File: src/rtl/bvr_pkg.sv
package bvr_pkg;
  typedef enum logic [1:0] {
    XFER_WORD  = 2'd0,
    XFER_LINE4 = 2'd1,
    XFER_LINE8 = 2'd2,
    XFER_RSVD  = 2'd3
  } xfer_e;

  localparam logic [31:0] BRANCH_WORD = 32'h4BFF7FE4;
  localparam int unsigned LINE_MAX    = 8;
  localparam int unsigned IDX_W       = $clog2(LINE_MAX);
endpackage

File: src/rtl/bvr_decode.sv
module bvr_decode #(
  parameter logic [31:0] BASE     = 32'hFFFFFF00,
  parameter int unsigned WIN_BITS = 8
) (
  input  logic [31:0] addr_i,
  output logic        hit_o
);
  assign hit_o = (addr_i[31:WIN_BITS] == BASE[31:WIN_BITS]);
endmodule

File: src/rtl/bvr_fill.sv
module bvr_fill #(
  parameter int unsigned DW = 32
) (
  output logic [DW-1:0] data_o
);
  localparam int unsigned LANES = DW / 32;

  for (genvar l = 0; l < LANES; l++) begin : g_lane
    assign data_o[l*32 +: 32] = bvr_pkg::BRANCH_WORD;
  end
endmodule

File: src/rtl/bvr_seq.sv
module bvr_seq
  import bvr_pkg::*;
#(
  parameter int unsigned WPB = 1
) (
  input  logic             clk_i,
  input  logic             rst_ni,
  input  logic             accept_i,
  input  logic             write_i,
  input  logic [1:0]       size_i,
  input  logic [IDX_W-1:0] start_i,
  output logic             idle_o,
  output logic             ack_o,
  output logic             valid_o,
  output logic [IDX_W-1:0] word_o,
  output logic             last_o
);
  localparam int unsigned LANE_SH = $clog2(WPB);
  localparam logic [IDX_W-1:0] LANE_M = IDX_W'(WPB - 1);

  typedef enum logic [1:0] {ST_IDLE, ST_ACK, ST_DATA} st_e;

  st_e              st_q;
  logic             wr_q;
  logic [IDX_W-1:0] start_q, mask_q, cnt_q, last_cnt_q;
  logic [IDX_W-1:0] mask_d;

  always_comb begin
    unique case (xfer_e'(size_i))
      XFER_LINE4: mask_d = IDX_W'(3);
      XFER_LINE8: mask_d = IDX_W'(7);
      default:    mask_d = '0;
    endcase
  end

  always_ff @(posedge clk_i or negedge rst_ni) begin
    if (!rst_ni) begin
      st_q       <= ST_IDLE;
      wr_q       <= 1'b0;
      start_q    <= '0;
      mask_q     <= '0;
      cnt_q      <= '0;
      last_cnt_q <= '0;
    end else begin
      unique case (st_q)
        ST_IDLE: if (accept_i) begin
          st_q       <= ST_ACK;
          wr_q       <= write_i;
          start_q    <= start_i & ~LANE_M;
          mask_q     <= mask_d;
          last_cnt_q <= mask_d >> LANE_SH;
          cnt_q      <= '0;
        end
        ST_ACK:  st_q <= wr_q ? ST_IDLE : ST_DATA;
        ST_DATA: begin
          cnt_q <= cnt_q + 1'b1;
          if (cnt_q == last_cnt_q) st_q <= ST_IDLE;
        end
        default: st_q <= ST_IDLE;
      endcase
    end
  end

  // wrap within the line, keep the line-select bits above the mask
  logic [IDX_W-1:0] step;
  assign step    = cnt_q << LANE_SH;
  assign word_o  = (start_q & ~mask_q) | ((start_q + step) & mask_q);
  assign idle_o  = (st_q == ST_IDLE);
  assign ack_o   = (st_q == ST_ACK);
  assign valid_o = (st_q == ST_DATA);
  assign last_o  = valid_o && (cnt_q == last_cnt_q);
endmodule

File: src/rtl/boot_vec_resp.sv
module boot_vec_resp
  import bvr_pkg::*;
#(
  parameter int unsigned DW       = 32,
  parameter logic [31:0] BASE     = 32'hFFFFFF00,
  parameter int unsigned WIN_BITS = 8
) (
  input  logic             clk_i,
  input  logic             rst_ni,
  input  logic             req_valid_i,
  input  logic             req_write_i,
  input  logic [31:0]      req_addr_i,
  input  logic [1:0]       req_size_i,
  output logic             addr_ack_o,
  output logic             rd_valid_o,
  output logic [DW-1:0]    rd_data_o,
  output logic [IDX_W-1:0] rd_word_o,
  output logic             rd_last_o
);
  localparam int unsigned WPB = DW / 32;

  logic hit, idle, accept;

  bvr_decode #(.BASE(BASE), .WIN_BITS(WIN_BITS)) u_dec (
    .addr_i (req_addr_i),
    .hit_o  (hit)
  );

  assign accept = req_valid_i && hit && idle;

  bvr_seq #(.WPB(WPB)) u_seq (
    .clk_i    (clk_i),
    .rst_ni   (rst_ni),
    .accept_i (accept),
    .write_i  (req_write_i),
    .size_i   (req_size_i),
    .start_i  (req_addr_i[IDX_W+1:2]),
    .idle_o   (idle),
    .ack_o    (addr_ack_o),
    .valid_o  (rd_valid_o),
    .word_o   (rd_word_o),
    .last_o   (rd_last_o)
  );

  bvr_fill #(.DW(DW)) u_fill (
    .data_o (rd_data_o)
  );
endmodule

File: config.mk
export PLATFORM = sky130hd
export DESIGN_NAME = boot_vec_resp
export DESIGN_NICKNAME = d
export VERILOG_FILES = /design/src/rtl/bvr_pkg.sv /design/src/rtl/bvr_decode.sv /design/src/rtl/bvr_fill.sv /design/src/rtl/bvr_seq.sv /design/src/rtl/boot_vec_resp.sv
export SDC_FILE = /design/constraint.sdc
export NUM_CORES = 1
export LEC_CHECK = 0
export ABC_AREA = 1
export CORE_MARGIN = 1.5
export CORE_UTILIZATION = 29
export CTS_CLUSTER_SIZE = 12
export DETAILED_ROUTE_END_ITERATION = 6
export PLACE_DENSITY = 0.76
export SKIP_CTS_REPAIR_TIMING = 1
export SLEW_MARGIN = 10
export SYNTH_ARGS = -nofsm -noshare
export SYNTH_HDL_FRONTEND = slang
export SYNTH_SLANG_ARGS = --single-unit
File: constraint.sdc
create_clock -name clk_i -period 1.48 [get_ports clk_i]
set_input_delay 0.148 -clock clk_i [delete_from_list [all_inputs] [get_ports clk_i]]
set_output_delay 0.148 -clock clk_i [all_outputs]
set_load 0.005 [all_outputs]
==> results of run 1 <==
-- kinds of logic after synthesis --
family,share of synthesized area [%]
fa+ha+maj,6.18
buf+inv,29.2
simple gates,28.2
compound gates,3.23
xor+xnor,2.82
other cells,0.807
flops,29.6
-- per-layer routing --
metal	up-vias	part of all wire (%)	global-route usage [%]
met5	-	0	0
met2	37	55	18.2
met1	358	39	13.5
li1	420	-	-
met4	0	0.89	4.76
met3	3	5.3	1.95
-- metrics by stage --
step / util, % / area (um2)
3_5_place_dp: 42.5 / 1300
6_report: 44.9 / 1370
5_1_grt: 44.9 / 1370
4_1_cts: 43.3 / 1320
2_1_floorplan: - / 1050
3_3_place_gp: 42.5 / 1300
-- registers in the layout (all words and copies together) (netlist names) --
register / cells
u_seq.mask_q: 2
u_seq.st_q: 2
u_seq.cnt_q: 3
u_seq.start_q: 3
u_seq.wr_q: 1
-- cell usage in the layout (no fill, tap or decap), types with 2 or more instances in the layout --
master / Yosys / final
xnor2_1: 2 / 2
o21ai_1: 1 / 2
inv_1: 4 / 3
ha_1: 3 / 2
nand2_2: 5 / 6
buf_6: 0 / 2
nand3_1: 4 / 3
nand2_1: 40 / 39
dfrtp_1: 11 / 11
nor2_1: 10 / 9
conb_1: 2 / 32
nor2_2: 2 / 3
inv_2: 2 / 3
clkdlybuf4s50_1: 0 / 32
buf_4: 32 / 9
dlymetal6s2s_1: 0 / 3
clkbuf_4: 0 / 3
buf_2: 0 / 2
-- power groups by stage --
| stage | clock (uW) | sequential (uW) | combinational [uW] |
|---|---|---|---|
| 6_report | 199 | 301 | 121 |
| 5_1_grt | 223 | 300 | 138 |
| 4_1_cts | 206 | 300 | 121 |
| 3_5_place_dp | 0 | 306 | 121 |
| 3_3_place_gp | 0 | 306 | 120 |
| 2_1_floorplan | 0 | 306 | 91.1 |
-- worst min-delay path by stage --
stage / start / endpoint / slack [ns] / depth (start not counted)
6_report: rst_ni / u_seq.start_q[1] / 0.20 / 1
5_1_grt: rst_ni / u_seq.st_q[1] / 0.22 / 1
4_1_cts: rst_ni / u_seq.start_q[1] / 0.21 / 1
3_5_place_dp: u_seq.wr_q / u_seq.st_q[1] / 0.46 / 1
3_3_place_gp: u_seq.wr_q / u_seq.st_q[1] / 0.45 / 1
2_1_floorplan: rst_ni / u_seq.cnt_q[0] / -0.15 / 0
-- cell type report --
cell class | instances | area (um2)
inverter | 7 | 31.3
tap | 44 | 55.1
sequential | 11 | 275
multi-input combinational | 106 | 519
fill | 322 | 1680
clock buffer | 4 | 26.3
timing repair buffer | 49 | 463
==> flow_metrics.py, run 1 <==
metrics = {
    "outcome": {
        "outcome": "complete, but fails checks",
        "failed_checks": "setup timing",
    },
    "synthesis": {
        "ys_ff_latch": 11,
        "synth_top_area_cell": "dfrtp_1",
        "yosysTopAreaCellShare_pct": 29.6,
        "async_flop_share_pct": 100,
        "netlist_area_um2": 931,
        "ys_seq_area_share_pct": 29.6,
        "synth_area_leaders": "dfrtp_1, buf_4, nand2_1",
        "ys_types": 20,
        "syn_area_per_cell_um2": 7.39,
        "yosysMostFrequentCell": "nand2_1",
        "synthCells": 126,
        "synth_edf_count": 0,
        "ys.warnings.count": 0,
        "synthTopCellsByCount": "nand2_1, buf_4, dfrtp_1",
        "synth-main-ff-cell": "dfrtp_1",
    },
    "cells_and_area": {
        "syn_to_final_growth_pct": 47.2,
        "layout.cells.non_filler": 221,
        "layout.nets": 220,
        "drive_gt1_share_pct": 20.3,
        "diodes": 0,
    },
    "timing": {
        "setup_violations": 2,
        "drv_slew": 0,
        "period_share_pct": 126,
        "fin_tns_setup_ns": -0.619,
        "clock.fmax_mhz": 535,
        "hold_violations": 0,
        "whs_ns": 0.200,
        "setup_ws_ns": -0.389,
        "period_needed_ns": 1.87,
        "rsz0062_at_grt": "true",
        "fin_skew_ns": 0.00243,
    },
    "clock_tree": {
        "clock_path_buffers": 2,
        "clk_pin_slew_worst_paths_ns": 0.06,
        "root_buffer": "clkbuf_4",
        "cts_buffers": 3,
        "htree_num_levels": 1,
        "worstSkewPairLatency_ns": 0.27,
        "cts_tree": "yes",
        "clkSinkCount": 11,
    },
    "setup_path": {
        "crit_family": "adder cells",
        "crit_path_start_kind": "register",
        "cp_slowest_cell": "dfrtp_1",
        "path_cells": "ha_2, fa_2, a21boi_2, o21ai_1, xnor2_1, buf_2",
        "cp.required_ns": 1.33,
        "cpPeakStageDelay_ns": 0.38,
        "cp.depth": 6,
        "path_max_fanout": 2,
        "crit_path_end_kind": "output pin",
        "r2r.worst_path.cells": 8,
        "crit_end": "rd_word_o[2]",
        "setup.worst_path.start": "u_seq.start_q[0]",
        "regToRegStartpoint": "u_seq.cnt_q[0]",
        "setup.worst_path.class": "register to output pin",
        "arrival_ns": 1.72,
        "rr_endpoint": "u_seq.st_q[1]",
        "cp_num_buf_inv": 1,
        "rrSetupSlack_ns": 0.22,
    },
    "route": {
        "drt_iter0_drc": 28,
        "ant_nets": 0,
        "vias": 818,
        "routed_wl_um": 1790,
        "drc": 0,
        "post_drt_wl_per_cell_um": 8.10,
        "firstDrtPassIters": 4,
        "via_per_inst": 3.70,
    },
    "power": {
        "p_int_uw": 484,
        "pwr-share-clk_pct": 32.1,
        "vdd_drop_max_uv": 137,
        "p_leak_uw": 0.000739,
        "total_power_uw": 621,
        "p_switching_uw": 137,
        "power_density_nw_per_um2": 453,
        "combinationalPowerShare_pct": 19.6,
        "switching_share_pct": 22.1,
        "p_seq_share_pct": 48.4,
    },
    "grt": {
        "grt_pass1_vias": 727,
        "antenna_found_initial": 0,
        "grt_usage_pct": 10.8,
        "overflow": 0,
        "grt_max_degree": 12,
        "grt_pass1_wl_um": 2940,
    },
    "placement": {
        "port-buffer-count": 38,
        "gp_congestion": 0.757,
        "dp_slack_ns": -0.494,
        "dp.final_hpwl_um": 1470,
        "dp.cells": 213,
    },
    "floorplan": {
        "die_h_um": 59.7,
        "dieWidth_um": 59.7,
        "dieArea_um2": 3560,
        "core_area_um2": 3050,
        "row_count": 20,
        "ios": 76,
        "start_util_pct": 30.5,
    },
    "min_path": {
        "hold_path_class": "input port to asynchronous set/reset pin",
    },
    "job": {
        "max-cap-violations": 0,
    },
}
(Power assumes the default switching activity.)
==> run 2: changes to the inputs <==
Settings changed: RECOVER_POWER from default to 50.
==> flow_metrics.py, run 2 (synthesis gave the netlist of run 1 again) <==
metrics = {
    "power": {
        "vdd_drop_max_uv": 137,
        "power_density_nw_per_um2": 456,
        "pwr-share-clk_pct": 32.1,
        "p_leak_uw": 0.000723,
        "p_switching_uw": 137,
        "p_seq_share_pct": 48.4,
        "combinationalPowerShare_pct": 19.5,
        "total_power_uw": 621,
        "p_int_uw": 483,
        "switching_share_pct": 22.1,
    },
    "route": {
        "vias": 818,
        "via_per_inst": 3.70,
        "post_drt_wl_per_cell_um": 8.12,
        "firstDrtPassIters": 4,
        "drc": 0,
        "ant_nets": 0,
        "routed_wl_um": 1800,
        "drt_iter0_drc": 28,
    },
    "grt": {
        "antenna_found_initial": 0,
        "grt_max_degree": 12,
        "use_met3_pct": 1.95,
        "use_met2_pct": 18.2,
        "grt_pass1_wl_um": 2940,
        "use_met1_pct": 13.5,
        "grt_pass1_vias": 727,
        "busiest_layer": "met2",
        "grt_usage_pct": 10.8,
        "overflow": 0,
    },
    "setup_path": {
        "cpPeakStageDelay_ns": 0.38,
        "regToRegStartpoint": "u_seq.st_q[0]",
        "setup.worst_path.start": "u_seq.start_q[0]",
        "crit_path_end_kind": "output pin",
        "cp_slowest_cell": "dfrtp_1",
        "path_cells": "ha_2, fa_2, a21boi_2, o21ai_1, xnor2_1, buf_2",
        "arrival_ns": 1.72,
        "path_max_fanout": 2,
        "setup.worst_path.class": "register to output pin",
        "crit_path_start_kind": "register",
        "cp.required_ns": 1.33,
        "rrSetupSlack_ns": 0.15,
        "r2r.worst_path.cells": 8,
        "rr_endpoint": "u_seq.cnt_q[0]",
    },
    "cells_and_area": {
        "drive_gt1_share_pct": 19.8,
        "layout_common_cells": "nand2_1, conb_1, clkdlybuf4s50_1",
        "fin_util_pct": 44.6,
        "syn_to_final_growth_pct": 46.4,
        "mostFrequentLayoutCell": "nand2_1",
        "diodes": 0,
        "largest_registers": "u_seq.cnt_q: 3 flops, u_seq.start_q: 3 flops",
        "layout.nets": 220,
        "fin_area_um2": 1360,
        "fillers": 324,
    },
    "floorplan": {
        "core_area_um2": 3050,
        "dieWidth_um": 59.7,
        "die_h_um": 59.7,
        "dieArea_um2": 3560,
        "ios": 76,
        "start_util_pct": 30.5,
        "row_count": 20,
    },
    "outcome": {
        "outcome": "complete, but fails checks",
        "failed_checks": "setup timing",
    },
    "timing": {
        "clock.fmax_mhz": 535,
        "rsz0062_at_grt": "true",
        "period_needed_ns": 1.87,
        "setup_violations": 2,
        "drv_slew": 0,
        "fin_skew_ns": 0.00243,
        "whs_ns": 0.271,
        "setup_ws_ns": -0.389,
        "hold_violations": 0,
        "period_share_pct": 126,
    },
    "placement": {
        "port-buffer-count": 38,
        "dpl-instance-area_um2": 1300,
        "dp_slack_ns": -0.494,
        "gp_congestion": 0.757,
        "dp.final_hpwl_um": 1470,
    },
    "clock_tree": {
        "clk_pin_slew_worst_paths_ns": 0.06,
        "cts_tree": "yes",
        "clkSinkCount": 11,
        "htree_num_levels": 1,
        "cts_buffers": 3,
        "clock_path_buffers": 2,
        "root_buffer": "clkbuf_4",
        "worstSkewPairLatency_ns": 0.27,
    },
    "job": {
        "max-cap-violations": 0,
    },
    "min_path": {
        "hold_path_class": "input port to asynchronous set/reset pin",
    },
}
-- run 2: cell count changes in the layout (fill, tap and decap cells not counted), sizes merged --
cell           previous run  this run
clkdlybuf4s50            32        31
dlygate4sd3               0         1
-- run 2: layer usage --
| metal | vias to the layer above | wire length [um] |
|---|---|---|
| met2 | 37 | 984 |
| met1 | 358 | 698 |
| met4 | 0 | 16 |
| li1 | 420 | - |
| met3 | 3 | 95 |
| met5 | - | 0 |
-- run 2: metrics by stage --
stage,setup TNS (ns),instances
2_1_floorplan,0,156
3_3_place_gp,-0.812,213
3_5_place_dp,-0.887,213
4_1_cts,-2.15,217
5_1_grt,-0.860,221
6_report,-0.619,221
-- run 2: cell type report --
| class | instances | area, um2 | area share (%) |
|---|---|---|---|
| clock buffers | 4 | 26.3 | 1.93 |
| multi-input cells | 106 | 512 | 37.6 |
| inverters | 7 | 31.3 | 2.30 |
| repair buffers | 49 | 463 | 34.0 |
| well taps | 44 | 55.1 | 4.04 |
| flip-flops and latches | 11 | 275 | 20.2 |
-- run 2: worst max path at each step --
stage | endpoint
after floorplan | rd_word_o[2]
after global placement | rd_word_o[2]
after detailed placement | rd_word_o[2]
after CTS | rd_word_o[2]
after global routing | rd_word_o[2]
final | rd_word_o[2]
-- run 2: power groups by stage --
stage	Combinational [uW]	Sequential, uW	Clock [uW]
detailed placement	121	306	0
global route	137	300	223
global placement	120	306	0
finish	121	301	199
CTS	121	300	206
floorplan	91.1	306	0
-- run 2: worst max-delay path: cells and delay by family, from the launching register on --
family                   cells  cell delay [ns]
AO/OA/AOI/OAI                2             0.23
XOR/XNOR                     1             0.14
adder cells (fa/ha/maj)      2             0.57
buffers and inverters        1             0.13
flip-flops                   1             0.38
